<file path="src/rtl/memcyc_pkg.sv">
// Shared types for the parallel memory cycle controller.
package memcyc_pkg;

    // Phases of one memory cycle.
    typedef enum logic [2:0] {
        ST_IDLE   = 3'd0,
        ST_SETUP  = 3'd1,
        ST_ACCESS = 3'd2,
        ST_WEND   = 3'd3,
        ST_PRE    = 3'd4
    } cyc_state_e;

endpackage

</file>
<file path="src/rtl/memcyc_seq.sv">
// Cycle sequencer: walks IDLE -> SETUP -> ACCESS -> (WEND) -> PRECHARGE.
// A write splits the access interval into ACCESS (T_ACC-T_DSU clocks)
// and WEND (T_DSU clocks), so reads and writes last equally long.
// Assumes T_ASU, T_PRE >= 1 and 1 <= T_DSU < T_ACC. op_wr must be the
// latched operation, valid from the clock after acceptance.
module memcyc_seq
    import memcyc_pkg::*;
#(
    parameter int T_ASU = 1,
    parameter int T_ACC = 4,
    parameter int T_DSU = 2,
    parameter int T_PRE = 2
) (
    input  logic       clk,
    input  logic       rst_n,
    input  logic       req_valid,
    input  logic       op_wr,
    output logic       accept,
    output cyc_state_e st_q,
    output cyc_state_e st_d,
    output logic       sample,
    output logic       done
);
    localparam int TM1 = (T_ASU > T_ACC) ? T_ASU : T_ACC;
    localparam int TMX = (TM1 > T_PRE) ? TM1 : T_PRE;
    localparam int CW  = $clog2(TMX + 1);

    logic [CW-1:0] cnt_q, cnt_d;
    logic          last;

    assign last   = (cnt_q == '0);
    assign accept = (st_q == ST_IDLE) && req_valid;
    assign sample = (st_q == ST_ACCESS) && !op_wr && last;

    // Next phase and the length of that phase.
    always_comb begin
        st_d  = st_q;
        cnt_d = last ? cnt_q : cnt_q - 1'b1;
        unique case (st_q)
            ST_IDLE: if (accept) begin
                st_d  = ST_SETUP;
                cnt_d = CW'(T_ASU - 1);
            end
            ST_SETUP: if (last) begin
                st_d  = ST_ACCESS;
                cnt_d = op_wr ? CW'(T_ACC - T_DSU - 1) : CW'(T_ACC - 1);
            end
            ST_ACCESS: if (last) begin
                st_d  = op_wr ? ST_WEND : ST_PRE;
                cnt_d = op_wr ? CW'(T_DSU - 1) : CW'(T_PRE - 1);
            end
            ST_WEND: if (last) begin
                st_d  = ST_PRE;
                cnt_d = CW'(T_PRE - 1);
            end
            ST_PRE: if (last) begin
                st_d  = ST_IDLE;
                cnt_d = '0;
            end
            default: begin
                st_d  = ST_IDLE;
                cnt_d = '0;
            end
        endcase
    end

    // Phase register, phase counter and the end-of-cycle pulse.
    always_ff @(posedge clk) begin
        if (!rst_n) begin
            st_q  <= ST_IDLE;
            cnt_q <= '0;
            done  <= 1'b0;
        end else begin
            st_q  <= st_d;
            cnt_q <= cnt_d;
            done  <= (st_q == ST_PRE) && last;
        end
    end

    // the done pulse lasts a single clock
    p_done_single_r9: assert property (@(posedge clk) disable iff (!rst_n)
        done |=> !done);

    // done follows the final clock of the precharge phase
    p_done_after_pre_r8: assert property (@(posedge clk) disable iff (!rst_n)
        done |-> ($past(st_q) == ST_PRE));

endmodule

</file>
<file path="src/rtl/memcyc_pins.sv">
// Memory pin stage: registers every strobe from the next phase so the
// pins change only at clock edges. Captures the address and write data
// on acceptance and captures read data when the sequencer says so.
// Assumes wr_d and wem_d already show the operation being accepted.
module memcyc_pins
    import memcyc_pkg::*;
#(
    parameter int ADDR_W = 13,
    parameter int DATA_W = 8
) (
    input  logic              clk,
    input  logic              rst_n,
    input  logic              accept,
    input  logic [ADDR_W-1:0] req_addr,
    input  logic [DATA_W-1:0] req_wdata,
    input  cyc_state_e        st_d,
    input  logic              wr_d,
    input  logic              wem_d,
    input  logic              sample,
    input  logic [DATA_W-1:0] mem_dq_i,
    output logic              mem_ce_n,
    output logic              mem_oe_n,
    output logic              mem_we_n,
    output logic [ADDR_W-1:0] mem_addr,
    output logic [DATA_W-1:0] mem_dq_o,
    output logic              mem_dq_oe,
    output logic [DATA_W-1:0] rsp_rdata
);
    logic ce_on, oe_on, we_on, dq_on;

    // Strobe levels wanted for the phase about to start.
    always_comb begin
        ce_on = (st_d == ST_ACCESS) || (st_d == ST_WEND);
        oe_on = (st_d == ST_ACCESS) && !wr_d;
        if (wem_d)
            we_on = wr_d && (st_d == ST_WEND);
        else
            we_on = wr_d && ((st_d == ST_SETUP) || ce_on);
        dq_on = wr_d && (st_d == ST_WEND);
    end

    // Strobe, address, data and read-capture registers.
    always_ff @(posedge clk) begin
        if (!rst_n) begin
            mem_ce_n  <= 1'b1;
            mem_oe_n  <= 1'b1;
            mem_we_n  <= 1'b1;
            mem_dq_oe <= 1'b0;
            mem_addr  <= '0;
            mem_dq_o  <= '0;
            rsp_rdata <= '0;
        end else begin
            mem_ce_n  <= !ce_on;
            mem_oe_n  <= !oe_on;
            mem_we_n  <= !we_on;
            mem_dq_oe <= dq_on;
            if (accept) begin
                mem_addr <= req_addr;
                mem_dq_o <= req_wdata;
            end
            if (sample)
                rsp_rdata <= mem_dq_i;
        end
    end

    // the controller never drives while the memory may drive
    p_no_clash_r7: assert property (@(posedge clk) disable iff (!rst_n)
        !(mem_dq_oe && !mem_oe_n));

    // output enable only inside a chip-enable window
    p_oe_in_ce_r4: assert property (@(posedge clk) disable iff (!rst_n)
        !mem_oe_n |-> !mem_ce_n);

    // the address is frozen while chip enable is low
    p_addr_hold_r3: assert property (@(posedge clk) disable iff (!rst_n)
        !mem_ce_n |-> $stable(mem_addr));

    // chip enable stays high for a precharge of two clocks
    p_pre_len_r8: assert property (@(posedge clk) disable iff (!rst_n)
        $rose(mem_ce_n) |=> mem_ce_n);

    // write enable low at the chip-enable fall was already low before
    p_ce_write_r5: assert property (@(posedge clk) disable iff (!rst_n)
        ($fell(mem_ce_n) && !mem_we_n) |-> ($past(mem_we_n) == 1'b0));

    // a write ends with write enable and chip enable rising together
    p_we_end_r6: assert property (@(posedge clk) disable iff (!rst_n)
        $rose(mem_we_n) |-> $rose(mem_ce_n));

endmodule

</file>
<file path="src/rtl/memcyc_ctrl.sv">
// Parallel memory cycle controller top. It accepts one request while
// idle and latches its operation and write form. It runs the sequencer
// and the pin stage, and reports completion with a one-clock pulse.
// Assumes the memory needs no polling: a write is complete at cycle end.
module memcyc_ctrl
    import memcyc_pkg::*;
#(
    parameter int ADDR_W = 13,
    parameter int DATA_W = 8,
    parameter int T_ASU  = 1,
    parameter int T_ACC  = 4,
    parameter int T_DSU  = 2,
    parameter int T_PRE  = 2
) (
    input  logic              clk,
    input  logic              rst_n,
    input  logic              cfg_we_mode,
    input  logic              req_valid,
    input  logic              req_write,
    input  logic [ADDR_W-1:0] req_addr,
    input  logic [DATA_W-1:0] req_wdata,
    output logic              req_ready,
    output logic [DATA_W-1:0] rsp_rdata,
    output logic              rsp_done,
    output logic              mem_ce_n,
    output logic              mem_oe_n,
    output logic              mem_we_n,
    output logic [ADDR_W-1:0] mem_addr,
    output logic [DATA_W-1:0] mem_dq_o,
    output logic              mem_dq_oe,
    input  logic [DATA_W-1:0] mem_dq_i
);
    cyc_state_e st_q, st_d;
    logic       accept, sample;
    logic       cur_wr, cur_wem;
    logic       wr_d, wem_d;

    assign req_ready = (st_q == ST_IDLE);
    assign wr_d      = accept ? req_write   : cur_wr;
    assign wem_d     = accept ? cfg_we_mode : cur_wem;

    // Hold the operation and write form for the whole cycle.
    always_ff @(posedge clk) begin
        if (!rst_n) begin
            cur_wr  <= 1'b0;
            cur_wem <= 1'b0;
        end else if (accept) begin
            cur_wr  <= req_write;
            cur_wem <= cfg_we_mode;
        end
    end

    memcyc_seq #(
        .T_ASU(T_ASU), .T_ACC(T_ACC), .T_DSU(T_DSU), .T_PRE(T_PRE)
    ) u_seq (
        .clk      (clk),
        .rst_n    (rst_n),
        .req_valid(req_valid),
        .op_wr    (cur_wr),
        .accept   (accept),
        .st_q     (st_q),
        .st_d     (st_d),
        .sample   (sample),
        .done     (rsp_done)
    );

    memcyc_pins #(
        .ADDR_W(ADDR_W), .DATA_W(DATA_W)
    ) u_pins (
        .clk      (clk),
        .rst_n    (rst_n),
        .accept   (accept),
        .req_addr (req_addr),
        .req_wdata(req_wdata),
        .st_d     (st_d),
        .wr_d     (wr_d),
        .wem_d    (wem_d),
        .sample   (sample),
        .mem_dq_i (mem_dq_i),
        .mem_ce_n (mem_ce_n),
        .mem_oe_n (mem_oe_n),
        .mem_we_n (mem_we_n),
        .mem_addr (mem_addr),
        .mem_dq_o (mem_dq_o),
        .mem_dq_oe(mem_dq_oe),
        .rsp_rdata(rsp_rdata)
    );

    // a request is taken only from the idle phase
    p_ready_low_busy_r2: assert property (@(posedge clk) disable iff (!rst_n)
        accept |=> !req_ready);

endmodule

</file>
<file path="config.mk">
export PLATFORM = sky130hd
export DESIGN_NAME = memcyc_ctrl
export DESIGN_NICKNAME = d
export VERILOG_FILES = /design/src/rtl/memcyc_pkg.sv /design/src/rtl/memcyc_seq.sv /design/src/rtl/memcyc_pins.sv /design/src/rtl/memcyc_ctrl.sv
export SDC_FILE = /design/constraint.sdc
export NUM_CORES = 1
export LEC_CHECK = 0
export BUFFER_PORTS_ARGS = -buffer_cell sky130_fd_sc_hd__buf_4
export CORE_MARGIN = 3
export CORE_UTILIZATION = 51
export DETAILED_ROUTE_END_ITERATION = 8
export PLACE_DENSITY = 0.83
export SYNTH_ARGS = -nofsm -noshare
export SYNTH_HDL_FRONTEND = slang
export SYNTH_SLANG_ARGS = --single-unit
</file>
<file path="constraint.sdc">
create_clock -name clk -period 3.25 [get_ports clk]
set_input_delay 0.65 -clock clk [delete_from_list [all_inputs] [get_ports clk]]
set_output_delay 0.65 -clock clk [all_outputs]
set_load 0.03 [all_outputs]
</file>
# After elaboration in Yosys (flattened, before gate mapping)
# Cells that the tools add are included.
[word_totals]
regBits = 42
[op_classes]
reduce_logical = 17
muxes = 17
add_sub_neg = 1
eq_ne = 7
[op_table]
columns = ["cell", "count"]
rows = [
  ["$mux 3", 11],
  ["$pmux 3 s5", 1],
  ["$eq 3x2->1 const B", 4],
  ["$pmux 3 s4", 1],
  ["$logic_and 1x1->1", 7],
  ["$eq 3x1->1 const B", 2],
  ["$logic_not 3->1", 2],
  ["$logic_not 1->1", 5],
  ["$eq 3x3->1 const B", 1],
  ["$mux 1", 3],
  ["$sub 3x1->3 const B", 1],
  ["$logic_or 1x1->1", 2],
  ["$mux 2", 1],
  ["$reduce_or 2->1", 1],
]

# Logic depth before layout (Yosys ltp)
[depth]
depth_word = 10
ltp_mapped = 9
mapped_depth_nobuf = 8

# Hierarchy
# A second synthesis with hierarchy kept.
[hier_totals]
hier_cells = 168
hier_area_um2 = 1815.5
[by_module_without_submodules]
columns = ["module", "n_inst", "cells_per_inst", "seq_area_each_um2", "area_each_um2"]
rows = [
  ["memcyc_pins", 1, 105, 660.6, 1262.5],
  ["memcyc_seq", 1, 56, 140.1, 460.4],
  ["memcyc_ctrl", 1, 7, 40.0, 92.6],
]

# Worst setup path after synthesis
# No wires, ideal clock.
[synth_timing]
kind = "flip-flop to output port"
start = "register u_seq.st_q[2]"
end = "output port req_ready"
t_arrival_ps = 1240
setup_slack_ps = 1360
path_stages_with_launch = 3
path_cell_list = "dfxtp_1 buf_2 nor3_1"
[synth_via]
elab_chain_len = 1
[synth_lines]
columns = ["element", "line_no", "source"]
rows = [
  ["start, declared", "memcyc_seq.sv:19", "output cyc_state_e st_q,"],
  ["start signal, assigned", "memcyc_seq.sv:74", "st_q <= st_d;"],
  ["$logic_not 3->1", "memcyc_ctrl.sv:38", "assign req_ready = (st_q == ST_IDLE);"],
  ["end, declared", "memcyc_ctrl.sv:22", "output logic req_ready,"],
]
# No other way between the ends.

# Worst setup path in the final report
# Ends and elaborated chain as after synthesis.

==> qor.csv <==
metric,value,unit
max cap viols,0,
crit end category,output pin,
CTS tree,built,
DR iter-0 viols,55,
NumNets Final,297,
row count,20,
most frequent cells in the layout,"70 x buf_4, 46 x nand2_1, 42 x dfxtp_1, 23 x a21boi_0, 13 x nor2b_1",
first-pass GRT wire length,6.12,mm
largest area contributor in the netlist,dfxtp_1,
Routability Congestion,0.759,
CTS max path bufs,2,
core box area,3150,um2
RSZ-0062 raised after global routing,no,
R2R cell count,9,
fin crit share,60.6,%
Synth Cell Area,1740,um2
Final Hold Viols,0,
minimum clock period,1.97,ns
cell family contributing the most delay on the critical path,flip-flops,
Sequential Area,841,um2
Setup-failing EPs final,0,
synth top area cells,"dfxtp_1 48%, a21boi_0 9.9%, nand2_1 9.9%, mux2i_1 5.8%, nor2b_1 4.7%",
Pre-Repair DR Iteration Count,4,
vias in the first global route,1433,
Clock Power Share,15.4,%
DP HPWL,2.69,mm
Min-Delay Startpoint,u_pins.mem_addr[7],
Mapped Cells,193,
Fill cells,270,
Yosys warning count,0,
leakage,1.07,nW
Die Y,64.4,um
sequential-to-total area share from yosys stat,48.4,%
count of final max-slew check failures,0,
H-Tree Depth,2,
Flop pwr share,42.6,%
initial antenna violation count,0,
final wirelength,3.63,mm
share of Yosys cell area claimed by the top area cell type,48.4,%
CP Data Required Time,2.60,ns
# Post-CTS Setup Buffers,0,
DRC,0,
layout cell share with drive strength beyond 1,30.6,%
Mapped Avg Cell Area,9.00,um2
Hold Crit Depth,2,
clock sink count,42,
CTS Buf Count,5,
status,"finished, final reports clean",
Switching Power,0.621,mW
Root Driver,clkbuf_4,
synthesis-to-layout area growth,33.5,%
Slew Limit Headroom,52.5,%
PostCTS Resize Cnt,0,
Chip Width,64.4,um
switching share of power,39.0,%
"reg-to-reg slack, setup",1.49,ns
library cells used by synthesis,25,
Post-synth top flop,dfxtp_1,
multi-input logic area,823,um2
Post-synth EDFFs,0,
Hold Path Class,reg -> reg,
WP data arrival,1.32,ns
Worst VDD drop,0.000366,V
setup tns final,0,ns
ANT nets after route,0,
crit path max fanout,12,
FF-to-FF End,u_seq.cnt_q[0],
GRT Overall Usage,18.4,%
clock transition at the registers of the reported paths,0.11,ns
via/cell ratio,4.96,
port bufs,68,
vias,1499,
PwrDens,686,nW/um2
Clock Latency Late Sink,0.33,ns
Critical Path Start Type,flip-flop,
crit path kind,reg -> out,
Hold Path Sink,u_pins.mem_addr[7],
Synth Register Bits,42,
WL per Instance,12.0,um
Final Util,73.5,%
"most common cell after layout, fill and taps aside",buf_4,
cell-internal power,0.970,mW
die area,4140,um2
crit-path max cell delay,0.45,ns
slowest CP cell,dfxtp_1,
diodes inserted,0,
starting density of the core,55.1,%
r2r startpoint,u_seq.cnt_q[0],
I/O pins,69,
Layout Skew,0.00794,ns
combinational fraction of design power,42.0,%
Fmax,508,MHz
Buf/Inv on CP,1,
Post-CTS Hold Buffers,0,
Post-Synthesis Net Count,231,
ys async rst share,0,%
Least-Margin Pin Slew,0.711,ns
GR Overflow Total,0,
pin count of the biggest net entering global routing,37,
CP Cell Sequence,nor3_1 -> buf_4,
[stage by stage]
step                      hold slack, ns  instances  cell area [um2]  setup WS (ns)  total power, mW
final                              0.469        302             2320           1.28             1.59
after global routing               0.493        302             2320           1.16             1.71
after CTS                          0.472        302             2320           1.24             1.61
after detailed placement           0.457        296             2270           1.33             1.37
after global placement             0.451        296             2270           1.38             1.35
after floorplan                    0.490        193             1740           1.36             1.15
[flip-flops by register name, indices dropped and copies added (netlist names)]
register / cells
u_pins.mem_dq_oe: 1
u_pins.rsp_rdata: 8
u_pins.mem_ce_n: 1
cur_wem: 1
u_pins.mem_addr: 13
u_seq.st_q: 3
cur_wr: 1
u_pins.mem_oe_n: 1
u_seq.cnt_q: 3
u_pins.mem_we_n: 1
u_pins.mem_dq_o: 8
u_seq.done: 1
[synth_stat cells, drive strengths merged, types with 4 or more instances]
master,n
o21ai,4
nand2,46
ha,4
nor2b,13
buf,7
nand3,5
clkbuf,4
a21boi,23
dfxtp,42
inv,6
mux2i,10
nor3,5
nor2,6
nand2b,4
[tightest hold or removal path: cells and delay by family (launching register included)]
kind               cells  cell delay (ns)
DFF                    1             0.32
AOI/OAI and AO/OA      1             0.06
and+or+nand+nor        1             0.04
[metal layers]
layer  track usage, %  part of all wire, %
met1             22.1                   46
met2             32.7                   46
met3             4.39                  6.4
met4             4.75                 0.99
met5                0                    0
[cell families (layout without fill, tap and decap cells)]
group	Yosys count	after routing	synth area share (%)
flops	42	42	48.4
fa+ha+maj	4	4	2.88
simple gates	84	84	23.7
compound gates	35	35	14.4
buf+inv	17	82	4.18
mux	11	11	6.41
[cell type report]
cell class	instances	share of cell area [%]
inverter	6	0.971
sequential	42	36.3
clock buffer	6	2.21
tap	44	2.37
multi-input combinational	134	35.5
timing repair buffer	70	22.7
[how the worst max path moves through the flow]
stage | start | endpoint | slack, ns | cells past startpoint
6_report | u_seq.st_q[2] | req_ready | 1.28 | 2
5_1_grt | u_seq.st_q[0] | req_ready | 1.16 | 2
4_1_cts | u_seq.st_q[2] | req_ready | 1.24 | 2
3_5_place_dp | req_valid | u_pins.mem_we_n | 1.33 | 5
3_3_place_gp | req_valid | u_pins.mem_we_n | 1.38 | 5
2_1_floorplan | u_seq.st_q[2] | req_ready | 1.36 | 2
[power by group through the flow]
stage,clock network (mW),logic (mW),registers [mW]
2_1_floorplan,0,0.364,0.784
3_3_place_gp,0,0.666,0.686
3_5_place_dp,0,0.677,0.689
4_1_cts,0.254,0.678,0.678
5_1_grt,0.275,0.742,0.694
6_report,0.245,0.669,0.677
Power figures use the tool's default switching activity.
